**src/rtl/addr_resolver_pkg.sv**
```systemverilog
package addr_resolver_pkg;

   localparam int MD_W = 4;

   typedef enum logic [MD_W-1:0] {
      MD_IMPL = 4'd0,
      MD_ACCU = 4'd1,
      MD_IMM  = 4'd2,
      MD_ZPG  = 4'd3,
      MD_ZPX  = 4'd4,
      MD_ZPY  = 4'd5,
      MD_REL  = 4'd6,
      MD_ABS  = 4'd7,
      MD_ABX  = 4'd8,
      MD_ABY  = 4'd9,
      MD_IND  = 4'd10,
      MD_IDX  = 4'd11,
      MD_IDY  = 4'd12
   } md_e;

   typedef enum logic [2:0] {
      ST_IDLE,
      ST_OPL,
      ST_OPH,
      ST_PTL,
      ST_PTH
   } st_e;

   // unused codes behave as implied
   function automatic md_e md_norm(input logic [MD_W-1:0] m);
      if (m > 4'd12) return MD_IMPL;
      return md_e'(m);
   endfunction

   function automatic logic [1:0] md_len(input md_e m);
      case (m)
         MD_IMPL, MD_ACCU:               return 2'd0;
         MD_ABS, MD_ABX, MD_ABY, MD_IND: return 2'd2;
         default:                        return 2'd1;
      endcase
   endfunction

   function automatic logic md_no_read(input md_e m);
      return (m == MD_IMPL) || (m == MD_ACCU) || (m == MD_IMM);
   endfunction

endpackage

```
**src/rtl/ar_index_add.sv**
```systemverilog
module ar_index_add #(
   parameter int AW = 16,
   parameter int DW = 8
) (
   input  logic [AW-1:0] base,
   input  logic [DW-1:0] idx,
   output logic [AW-1:0] sum,
   output logic          crossed
);
   localparam int HW = AW - DW;

   assign sum     = base + {{HW{1'b0}}, idx};
   assign crossed = sum[AW-1:DW] != base[AW-1:DW];
endmodule

```
**src/rtl/ar_branch_calc.sv**
```systemverilog
module ar_branch_calc #(
   parameter int AW = 16,
   parameter int DW = 8
) (
   input  logic [AW-1:0] pc_next,
   input  logic [DW-1:0] offset,
   input  logic          taken,
   output logic [AW-1:0] target,
   output logic          crossed,
   output logic [1:0]    penalty
);
   localparam int HW = AW - DW;

   assign target  = pc_next + {{HW{offset[DW-1]}}, offset};
   assign crossed = target[AW-1:DW] != pc_next[AW-1:DW];

   always_comb begin
      if (!taken)       penalty = 2'd0;
      else if (crossed) penalty = 2'd2;
      else              penalty = 2'd1;
   end
endmodule

```
**src/rtl/ar_ptr_step.sv**
```systemverilog
module ar_ptr_step #(
   parameter int AW        = 16,
   parameter int DW        = 8,
   parameter bit PAGE_WRAP = 1'b1
) (
   input  logic [AW-1:0] ptr,
   output logic [AW-1:0] ptr_nxt
);
   generate
      if (PAGE_WRAP) begin : g_wrap
         logic [DW-1:0] lo_inc;
         assign lo_inc  = ptr[DW-1:0] + 1'b1;
         assign ptr_nxt = {ptr[AW-1:DW], lo_inc};
      end else begin : g_carry
         assign ptr_nxt = ptr + 1'b1;
      end
   endgenerate
endmodule

```
**src/rtl/addr_resolver.sv**
```systemverilog
module addr_resolver
   import addr_resolver_pkg::*;
#(
   parameter int AW        = 16,
   parameter int DW        = 8,
   parameter bit PAGE_WRAP = 1'b1
) (
   input  logic            clk,
   input  logic            rst_n,
   input  logic            start,
   input  logic [3:0]      mode,
   input  logic [AW-1:0]   pc_in,
   input  logic [DW-1:0]   x_in,
   input  logic [DW-1:0]   y_in,
   input  logic            taken,
   output logic            mem_req,
   output logic [AW-1:0]   mem_addr,
   input  logic [DW-1:0]   mem_rdata,
   output logic            busy,
   output logic            done,
   output logic [AW-1:0]   ea,
   output logic            page_cross,
   output logic [1:0]      op_len,
   output logic [1:0]      penalty
);
   localparam int HW = AW - DW;

   generate
      if (AW != 2 * DW) begin : g_bad_width
         $error("addr_resolver: AW must be twice DW");
      end
      if (DW < 2) begin : g_bad_dw
         $error("addr_resolver: DW too small");
      end
   endgenerate

   st_e           st_q, st_d;
   md_e           md_q, md_in;
   logic [AW-1:0] pc_q;
   logic [DW-1:0] x_q, y_q, b0_q, b1_q, pl_q;
   logic          tk_q;

   logic          ea_pc_q, done_q;
   logic [AW-1:0] ea_q;
   logic [1:0]    len_q, pen_q;

   logic          accept, fin;
   logic [AW-1:0] f_ea;
   logic          f_pc;
   logic [1:0]    f_pen;

   // ---- arithmetic helpers ----
   logic [DW-1:0] zp_x, zp_x1, zp_1;
   logic [AW-1:0] ind_ptr, ind_nxt;
   logic [AW-1:0] ix_base, ix_sum;
   logic [DW-1:0] ix_idx;
   logic          ix_cross;
   logic [AW-1:0] br_target;
   logic          br_cross;
   logic [1:0]    br_pen;

   assign md_in  = md_norm(mode);
   assign accept = start && (st_q == ST_IDLE);

   assign zp_x    = b0_q + x_q;
   assign zp_x1   = zp_x + 1'b1;
   assign zp_1    = b0_q + 1'b1;
   assign ind_ptr = {b1_q, b0_q};

   ar_ptr_step #(.AW(AW), .DW(DW), .PAGE_WRAP(PAGE_WRAP)) u_step (
      .ptr     (ind_ptr),
      .ptr_nxt (ind_nxt)
   );

   assign ix_base = (st_q == ST_PTH) ? {mem_rdata, pl_q} : {mem_rdata, b0_q};
   assign ix_idx  = (md_q == MD_ABY || md_q == MD_IDY) ? y_q : x_q;

   ar_index_add #(.AW(AW), .DW(DW)) u_index (
      .base    (ix_base),
      .idx     (ix_idx),
      .sum     (ix_sum),
      .crossed (ix_cross)
   );

   ar_branch_calc #(.AW(AW), .DW(DW)) u_branch (
      .pc_next (pc_q + 1'b1),
      .offset  (mem_rdata),
      .taken   (tk_q),
      .target  (br_target),
      .crossed (br_cross),
      .penalty (br_pen)
   );

   // ---- read port ----
   always_comb begin
      mem_addr = '0;
      case (st_q)
         ST_OPL: mem_addr = pc_q;
         ST_OPH: mem_addr = pc_q + 1'b1;
         ST_PTL: begin
            if (md_q == MD_IND)      mem_addr = ind_ptr;
            else if (md_q == MD_IDX) mem_addr = {{HW{1'b0}}, zp_x};
            else                     mem_addr = {{HW{1'b0}}, b0_q};
         end
         ST_PTH: begin
            if (md_q == MD_IND)      mem_addr = ind_nxt;
            else if (md_q == MD_IDX) mem_addr = {{HW{1'b0}}, zp_x1};
            else                     mem_addr = {{HW{1'b0}}, zp_1};
         end
         default: mem_addr = '0;
      endcase
   end

   assign mem_req = (st_q != ST_IDLE);

   // ---- sequencing and result selection ----
   always_comb begin
      st_d  = st_q;
      fin   = 1'b0;
      f_ea  = '0;
      f_pc  = 1'b0;
      f_pen = 2'd0;
      case (st_q)
         ST_IDLE: begin
            if (start) begin
               if (md_no_read(md_in)) begin
                  fin  = 1'b1;
                  f_ea = (md_in == MD_IMM) ? pc_in : '0;
               end else begin
                  st_d = ST_OPL;
               end
            end
         end
         ST_OPL: begin
            case (md_q)
               MD_ZPG: begin fin = 1'b1; f_ea = {{HW{1'b0}}, mem_rdata}; end
               MD_ZPX: begin fin = 1'b1; f_ea = {{HW{1'b0}}, mem_rdata + x_q}; end
               MD_ZPY: begin fin = 1'b1; f_ea = {{HW{1'b0}}, mem_rdata + y_q}; end
               MD_REL: begin
                  fin   = 1'b1;
                  f_ea  = br_target;
                  f_pc  = br_cross;
                  f_pen = br_pen;
               end
               MD_IDX, MD_IDY: st_d = ST_PTL;
               default:        st_d = ST_OPH;
            endcase
         end
         ST_OPH: begin
            case (md_q)
               MD_ABS: begin fin = 1'b1; f_ea = {mem_rdata, b0_q}; end
               MD_ABX, MD_ABY: begin
                  fin  = 1'b1;
                  f_ea = ix_sum;
                  f_pc = ix_cross;
               end
               default: st_d = ST_PTL;
            endcase
         end
         ST_PTL: st_d = ST_PTH;
         ST_PTH: begin
            fin = 1'b1;
            if (md_q == MD_IDY) begin
               f_ea = ix_sum;
               f_pc = ix_cross;
            end else begin
               f_ea = {mem_rdata, pl_q};
            end
         end
         default: st_d = ST_IDLE;
      endcase
      if (fin) st_d = ST_IDLE;
   end

   // ---- state ----
   always_ff @(posedge clk or negedge rst_n) begin
      if (!rst_n) begin
         st_q <= ST_IDLE;
         md_q <= MD_IMPL;
         pc_q <= '0;
         x_q  <= '0;
         y_q  <= '0;
         tk_q <= 1'b0;
         b0_q <= '0;
         b1_q <= '0;
         pl_q <= '0;
      end else begin
         st_q <= st_d;
         if (accept) begin
            md_q <= md_in;
            pc_q <= pc_in;
            x_q  <= x_in;
            y_q  <= y_in;
            tk_q <= taken;
         end
         if (st_q == ST_OPL) b0_q <= mem_rdata;
         if (st_q == ST_OPH) b1_q <= mem_rdata;
         if (st_q == ST_PTL) pl_q <= mem_rdata;
      end
   end

   always_ff @(posedge clk or negedge rst_n) begin
      if (!rst_n) begin
         done_q  <= 1'b0;
         ea_q    <= '0;
         ea_pc_q <= 1'b0;
         len_q   <= 2'd0;
         pen_q   <= 2'd0;
      end else begin
         done_q <= fin;
         if (accept) begin
            ea_pc_q <= 1'b0;
            pen_q   <= 2'd0;
            len_q   <= md_len(md_in);
         end
         if (fin) begin
            ea_q    <= f_ea;
            ea_pc_q <= f_pc;
            pen_q   <= f_pen;
         end
      end
   end

   assign busy       = (st_q != ST_IDLE);
   assign done       = done_q;
   assign ea         = ea_q;
   assign page_cross = ea_pc_q;
   assign op_len     = len_q;
   assign penalty    = pen_q;

endmodule

```
**config.mk**
```make
export PLATFORM = sky130hd
export DESIGN_NAME = addr_resolver
export DESIGN_NICKNAME = d
export VERILOG_FILES = /design/src/rtl/addr_resolver_pkg.sv /design/src/rtl/ar_index_add.sv /design/src/rtl/ar_branch_calc.sv /design/src/rtl/ar_ptr_step.sv /design/src/rtl/addr_resolver.sv
export SDC_FILE = /design/constraint.sdc
export NUM_CORES = 1
export LEC_CHECK = 0
export ABC_AREA = 1
export BUFFER_PORTS_ARGS = -buffer_cell sky130_fd_sc_hd__buf_2
export CORE_MARGIN = 2
export CORE_UTILIZATION = 47
export CTS_CLUSTER_SIZE = 24
export DETAILED_ROUTE_END_ITERATION = 8
export GPL_TIMING_DRIVEN = 1
export PLACE_DENSITY = 0.69
export RECOVER_POWER = 100
export SLEW_MARGIN = 0
export SYNTH_ARGS = -nofsm -noshare
export SYNTH_HDL_FRONTEND = slang
export SYNTH_SLANG_ARGS = --single-unit
```
**constraint.sdc**
```tcl
create_clock -name clk -period 7.2 [get_ports clk]
set_clock_uncertainty 0.2 [all_clocks]
set_input_delay 1.08 -clock clk [delete_from_list [all_inputs] [get_ports clk]]
set_output_delay 1.08 -clock clk [all_outputs]
set_load 0.1 [all_outputs]
```
==> results.toml, run 1 <==
[status]
status = "complete, but fails checks"
violations = "capacitance limit, slew limit"

[die]
dieWidth_um = 131.5
core_mm2 = 0.01589
num_rows = 46
die-area_mm2 = 0.01729
num_io_pins = 88
start_util = 0.4809
die_height_um = 131.5

[drt]
antenna_left = 0
vias = 8412
detail_route.wl_per_cell_um = 17.93
drc = 0
drt_iter0_drc = 1055
dr.pass1.iters = 6
viasPerCell = 5.646
postRouteWirelength_mm = 26.72

[run]
drv_cap = 4

[layout]
fin_cells = 1490
layout_commonest_cell = "nand2_1"
antenna_cells = 0
utilization = 0.5317
layout_common_cells = "393 x nand2_1, 148 x inv_1, 101 x nand3_1, 98 x o21ai_0"
syn_to_final_growth_pct = 10.58
fin_nets = 1363
drive_above_1_share = 0.06750

[global_route]
grt_max_degree = 58
grt_overflow = 0
grt_usage = 0.3118
grt_pass1_wl_mm = 42.44
grt_pass1_vias = 7720
antenna_found_initial = 0

[clock_tree]
post_cts_buffers = 0
clk_pin_slew_ps = 70
cts-htree-levels = 3
postCtsHoldBufs = 0
root_buffer = "clkbuf_16"
cts_resized = 0
numCtsBuffers = 9
cts_sinks = 86
clk_latency_ps = 360
tritoncts = "built"
cts_buffer_depth = 2

[worst_setup_path]
cp-startpoint = "st_q[2]"
start_kind = "register"
regToRegStartpoint = "st_q[1]"
path_class = "register to primary output"
critPathArrivalTime_ps = 4210
cp.required_ps = 5920
cp-end-kind = "primary output"
ff2ff_setup_slack_ps = 1970
r2r_end = "ea[13]"
worst_r2r_path_depth = 11
cp_max_fo = 26

[sta]
finalMaxSlewViolations = 177
setup_viol = 0
tightest_slew_ps = 2703
fin_crit_ps = 5486
grt_setup_unrepaired = "no"
min_period_over_period = 0.7619
setup_tns_ps = 0
finalHoldViolations = 0
slew_headroom = -0.8023
fmax_mhz = 182.3

[hold_path]
hold_path_class = "register to register"
holdPathEnd = "b1_q[3]"
holdCritStartpoint = "b1_q[3]"
hold_path_depth = 2

[placement]
io_buffers = 87
dpl.hpwl_mm = 20.59
gp_congestion = 1.063
placed_cells = 1474

[synthesis]
ys.flop_type = "dfrtp_1"
synth_nets = 1292
syn-mean-instance-area_um2 = 6.376
ys_ff_latch = 86
yosysUniqueCellTypes = 50
syn_inst = 1198
netlist_area_mm2 = 0.007639
async_reset_ff_frac = 1.000
synth_edf_count = 0
ys_warn_count = 0
seq_area_frac_synth = 0.2817
-- layer usage --
metal	track usage	part of all wire
met5	0	0
met4	0.08092	0.022
met3	0.03356	0.079
met2	0.4892	0.44
met1	0.4577	0.46
-- area by class of cell --
type	instances	area (um^2)
clock buffers	11	242.7
clock inverters	5	58.81
fillers	1685	7438
inverters	153	575.6
multi-input cells	926	4740
flip-flops and latches	86	2152
well taps	216	270.3
repair buffers	93	407.9
-- registers in the layout, summed over array words and instances (netlist names) --
name and cells:
b0_q 8, done 1, b1_q 8, md_q 4, pl_q 8, st_q 3, penalty 2, y_q 8
x_q 8, page_cross 1, pc_q 16, ea 16, op_len 2, tk_q 1
-- worst max-delay path by stage --
stage                     slack, ps            to  depth (start not counted)
final                          1710   mem_addr[7]                          7
after floorplan                3110  mem_addr[10]                          6
after global routing           1360        ea[13]                         11
after global placement         3060        ea[14]                         16
after detailed placement       2900        ea[14]                         16
after CTS                      2640   mem_addr[8]                          6
-- critical path: stages, from the launching register on --
cell and delay (ps):
dfrtp_1 440, nor3_4 180, clkbuf_1 950, inv_1 710, o21ai_0 490, a21oi_1 80, nand2_1 110, clkbuf_1 870
-- cell usage after synthesis, types with 4 or more instances --
master / instances / area, um^2
nor3_1: 13 / 65.06
clkbuf_1: 19 / 71.32
a31oi_1: 5 / 31.28
ha_1: 42 / 525.5
o21ai_1: 4 / 20.02
o221ai_1: 18 / 157.7
nand2_2: 7 / 43.79
nand3_1: 101 / 505.5
o211ai_1: 5 / 37.54
buf_2: 10 / 50.05
o21ai_0: 96 / 480.5
dfrtp_1: 86 / 2152
o22ai_1: 12 / 75.07
o2111ai_1: 4 / 35.03
inv_2: 4 / 15.01
nand2_1: 391 / 1468
nor2_2: 6 / 37.54
or2_2: 4 / 25.02
xnor2_1: 6 / 52.55
a21oi_1: 63 / 315.3
o311ai_0: 4 / 35.03
nand4_1: 16 / 100.1
nor2_1: 86 / 322.8
xor2_1: 15 / 131.4
inv_1: 147 / 551.8
fa_1: 4 / 80.08
-- cells by family after synthesis --
kind of cell / Yosys count / synth area share
compound gates: 223 / 0.1682
xor+xnor: 21 / 0.02408
fa+ha+maj: 46 / 0.07928
buf+inv: 186 / 0.09533
flops: 86 / 0.2817
simple gates: 636 / 0.3514
-- metrics by stage --
stage | setup WS [ps] | hold slack [ps] | area, um^2
floorplan | 3113 | 249.3 | 7639
detailed placement | 2903 | 267.7 | 8240
CTS | 2642 | 284.8 | 8542
global route | 1357 | 322.0 | 8447
global placement | 3056 | 263.2 | 8240
finish | 1714 | 289.3 | 8447
Power of run 1 is not shown: default switching activity piles up to over one toggle a cycle in this logic, so the estimate is an artifact.
==> inputs of run 2 (changes only) <==
- ABC_AREA: 1 -> 0
- PLACE_DENSITY: 0.69 -> 0.7
- clock period: 7.2 -> 5.2 ns (I/O delays scaled with it)
==> run 2 against run 1 <==
Effect of this change:
- the flow still finishes with violations (capacitance limit, slew limit)
- die area decreased by 2.1%
- critical endpoint is now mem_addr[1]
- wire length fell by 9.5%
- design area fell by 3.0%
==> results.toml, run 2 <==
[die]
num_rows = 46
core_mm2 = 0.01571
die_height_um = 130.1
die-area_mm2 = 0.01692
start_util = 0.4756
dieWidth_um = 130.1
num_io_pins = 88

[sta]
slew_headroom = -0.6499
finalMaxSlewViolations = 85
fin_crit_ps = 4700
tightest_slew_ps = 2475
finalHoldViolations = 0
setup_tns_ps = 0
grt_setup_unrepaired = "no"
fmax_mhz = 212.8
setup_ws_ps = 500.0
setup_viol = 0
min_period_over_period = 0.9039

[drt]
postRouteWirelength_mm = 24.18
dr.pass1.iters = 7
drc = 0
vias = 7312
dr_wl_met2_mm = 10.72
met1_length_mm = 10.67
viasPerCell = 6.114
drt_iter0_drc = 934
wl_met3_mm = 1.984
antenna_left = 0
detail_route.wl_per_cell_um = 20.22
highest-signal-layer = "met4"

[worst_setup_path]
worst_path_max_delay_cell = "clkbuf_1"
path_class = "register to primary output"
crit_chain = "nor3b_1, clkbuf_1, a221oi_1, o21ai_0, clkbuf_1"
cp-end-kind = "primary output"
cp_max_fo = 14
cp_num_buf_inv = 2
cp_common_cell = "clkbuf_1"
cp.required_ps = 4220
start_kind = "register"
max_stage_delay_ps = 890
cp_top_family = "buffers and inverters"
critPathArrivalTime_ps = 3720

[global_route]
antenna_found_initial = 0
grt_pass1_vias = 6696
grt_max_degree = 47
grt_overflow = 0
grt_pass1_wl_mm = 37.38
grt_usage = 0.2894

[clock_tree]
numCtsBuffers = 9
tritoncts = "built"
cts_sinks = 86
root_buffer = "clkbuf_16"
clk_pin_slew_ps = 70
post_cts_buffers = 0
cts_resized = 0
cts-htree-levels = 3
clk_latency_ps = 350
postCtsHoldBufs = 0
cts_buffer_depth = 2

[synthesis]
synth_nets = 1015
syn_inst = 921
ys.flop_type = "dfrtp_1"
netlist.top_cell.by_area = "dfrtp_1"
yosysUniqueCellTypes = 88
ys_warn_count = 0
synthTopCellsByArea = "dfrtp_1 29%, nand2_1 11%, ha_1 7.0%"
synthTopCellsByCount = "218 x nand2_1, 86 x dfrtp_1, 57 x a21oi_1, 53 x o21ai_0, 49 x nor2_1"
syn-mean-instance-area_um2 = 8.113
synth_most_common_cell = "nand2_1"
synth_edf_count = 0
synth_top_area_frac = 0.2880
netlist_area_mm2 = 0.007472
seq_area_frac_synth = 0.2880
ys_ff_latch = 86
async_reset_ff_frac = 1.000

[layout]
drive_above_1_share = 0.1235
finalInstanceArea_mm2 = 0.008194
fin_nets = 1069
antenna_cells = 0
layout_commonest_cell = "nand2_1"
layout_common_cells = "218 x nand2_1, 86 x dfrtp_1, 57 x a21oi_1, 53 x o21ai_0, 49 x nor2_1"
utilization = 0.5215
syn_to_final_growth_pct = 9.662

[placement]
dpl.hpwl_mm = 17.96
place_ws_ps = 1159
placed_cell_area_mm2 = 0.008006
io_buffers = 87
gp_congestion = 0.9714

[status]
status = "complete, but fails checks"
violations = "capacitance limit, slew limit"

[hold_path]
hold_path_class = "register to register"

[run]
drv_cap = 2
## run 2: area by class of cell
class,count,area [um^2]
clock buffer,11,242.7
timing repair buffer,96,454.2
fill,1526,7518
tap,216,270.3
sequential,86,2152
multi-input combinational,755,4932
inverter,27,101.3
clock inverter,5,41.29
## run 2: metrics by stage
stage | std cells | hold WS [ps]
after floorplan | 921 | 237.4
after global placement | 1180 | 249.1
after detailed placement | 1180 | 253.6
after CTS | 1196 | 248.6
after global routing | 1196 | 294.8
final | 1196 | 269.3
## run 2: worst paths after layout
path	startpoint	endpoint	slack (ps)	cells after the start
setup / recovery	st_q[0]	mem_addr[1]	500	5
hold / removal	tk_q	tk_q	270	2
setup reg to reg	st_q[0]	ea[7]	830	6
hold reg to reg	tk_q	tk_q	270	2
max in group asynchronous	rst_n	pc_q[13]	1690	2
min in group asynchronous	rst_n	y_q[3]	980	1
## run 2: metal layers
| metal | vias to the layer above | global-route usage |
|---|---|---|
| li1 | 3417 | - |
| met1 | 3455 | 0.4172 |
| met2 | 377 | 0.4463 |
| met3 | 63 | 0.03813 |
| met4 | 0 | 0.1056 |
| met5 | - | 0 |
## run 2: logic make-up (layout without fill, tap and decap cells)
logic type                 Yosys count  count (layout)  share of synthesized area
and+or+nand+nor                    383             383                     0.2408
AOI/OAI and AO/OA                  245             245                     0.2282
DFF                                 86              86                     0.2880
buffers and inverters               80             139                    0.04739
xor gates and xnor gates            57              57                    0.07971
adders and majority gates           46              46                    0.08104
muxes                               24              24                    0.03483
## run 2: worst min-delay path: cells and delay by family (launching register included)
family | cells | cell delay (ps)
simple gates | 2 | 100
flops | 1 | 330
Power of run 2 is left out for the same reason.
==> inputs of run 3 (changes only) <==
- REMOVE_ABC_BUFFERS: not set -> 1
==> run 3 against run 2 <==
Effect of this change:
- the flow still finishes with violations (capacitance limit, slew limit)
- critical path type is now register to register
- die area stayed put
- final cell count hardly changed
- largest cell class unchanged
- sequential share of layout area is 0.14 points lower
- register-to-register slack worse by 470 ps
- design area is 0.55% higher
- wire length is 0.44% higher
- via count is 1.5% lower
- worst setup slack worse by 140 ps
==> results.toml, run 3 (synthesized netlist as in run 2, its figures left out) <==
[status]
status = "complete, but fails checks"
violations = "capacitance limit, slew limit"

[drt]
drt_iter0_drc = 970
vias = 7203
wl_met3_mm = 2.442
postRouteWirelength_mm = 24.29
drc = 0
highest-signal-layer = "met4"
viasPerCell = 6.018
detail_route.wl_per_cell_um = 20.29
met1_length_mm = 10.41
dr.pass1.iters = 6
antenna_left = 0
dr_wl_met2_mm = 10.50

[layout]
layout_commonest_cell = "nand2_1"
multi_input_area_mm2 = 0.004932
syn_to_final_growth_pct = 10.26
antenna_cells = 0
seq_area_mm2 = 0.002152
drive_above_1_share = 0.1182
fin_nets = 1070
layout_common_cells = "218 x nand2_1, 86 x dfrtp_1, 57 x a21oi_1, 53 x o21ai_0, 49 x nor2_1"
fillers = 1549

[worst_setup_path]
cp_top_family = "compound AO/OA/AOI/OAI gates"
cp-startpoint = "st_q[0]"
endpoint = "ea[7]"
cp_max_fo = 25
max_stage_delay_ps = 1170
regToRegStartpoint = "st_q[0]"
start_kind = "register"
cp-end-kind = "register"
crit_cells = 8
worst_path_max_delay_cell = "a2111oi_2"
cp_num_buf_inv = 3
ff2ff_setup_slack_ps = 360
cp.required_ps = 5210
r2r_end = "ea[7]"
path_class = "register to register"
critPathArrivalTime_ps = 4850
worst_r2r_path_depth = 8
crit_chain = "or3b_1, clkbuf_1, nor3_2, buf_4, a2111oi_2, inv_1, o22ai_1, o311ai_0"

[global_route]
grt_max_degree = 59
antenna_found_initial = 0
grt_usage = 0.2930
grt_pass1_vias = 6669
grt_pass1_wl_mm = 37.47
grt_overflow = 0

[clock_tree]
tritoncts = "built"
post_cts_buffers = 0
postCtsHoldBufs = 0
clk_latency_ps = 360
cts_buffer_depth = 2
cts_resized = 0
clk_pin_slew_ps = 70
cts_sinks = 86
root_buffer = "clkbuf_16"
numCtsBuffers = 9
cts-htree-levels = 3

[placement]
gp_congestion = 0.9525
place_ws_ps = 1060
dpl.hpwl_mm = 17.93
io_buffers = 87

[run]
drv_cap = 1

[sta]
tightest_slew_ps = 3379
slew_headroom = -1.253
setup_ws_ps = 358.0
hold_slack_ps = 273.3
fmax_mhz = 206.5
min_period_over_period = 0.9312
setup_tns_ps = 0
finalMaxSlewViolations = 59
fin_crit_ps = 4842
grt_setup_unrepaired = "no"
finalHoldViolations = 0
setup_viol = 0

[die]
die_height_um = 130.1
start_util = 0.4756
core_mm2 = 0.01571
num_rows = 46
num_io_pins = 88
dieWidth_um = 130.1
die-area_mm2 = 0.01692

[hold_path]
hold_path_depth = 2
hold_path_class = "register to register"
holdCritStartpoint = "tk_q"
## run 3: cell types whose count changed in the layout (fill, tap and decap cells not counted), moves of 2 or more
cell,previous run,this run
clkbuf_1,34,39
mux2_2,16,14
bufinv_16,0,2
clkbuf_2,10,5
mux2_1,0,2
## run 3: how the worst min path moves through the flow
stage          endpoint  slack (ps)
2_1_floorplan      tk_q         240
3_3_place_gp       tk_q         250
3_5_place_dp       tk_q         260
4_1_cts            tk_q         280
5_1_grt         b1_q[5]         300
6_report           tk_q         270
## run 3: cell type report
| cell class | count | share of cell area |
|---|---|---|
| clock buffers | 10 | 0.02901 |
| clock inverters | 6 | 0.01124 |
| inverters | 27 | 0.01230 |
| multi-input cells | 755 | 0.5986 |
| flip-flops and latches | 86 | 0.2612 |
| well taps | 216 | 0.03280 |
| repair buffers | 97 | 0.05482 |
## run 3: tightest hold or removal path: stages, from the launching register on
cell and delay [ps]:
dfrtp_1 340, nand2_1 50, nand2_1 50
## run 3: metrics by stage
stage,instance area [um^2],utilization,std cells
after floorplan,7219,-,868
after global placement,8009,0.5097,1181
after detailed placement,8009,0.5097,1181
after CTS,8341,0.5308,1197
after global routing,8239,0.5244,1197
final,8239,0.5244,1197
## run 3: metal layers
metal,vias to the layer above,track usage
met5,-,0
met4,0,0.1151
met3,68,0.06273
met2,365,0.4401
met1,3359,0.4136
li1,3411,-
Power of run 3 is left out for the same reason.
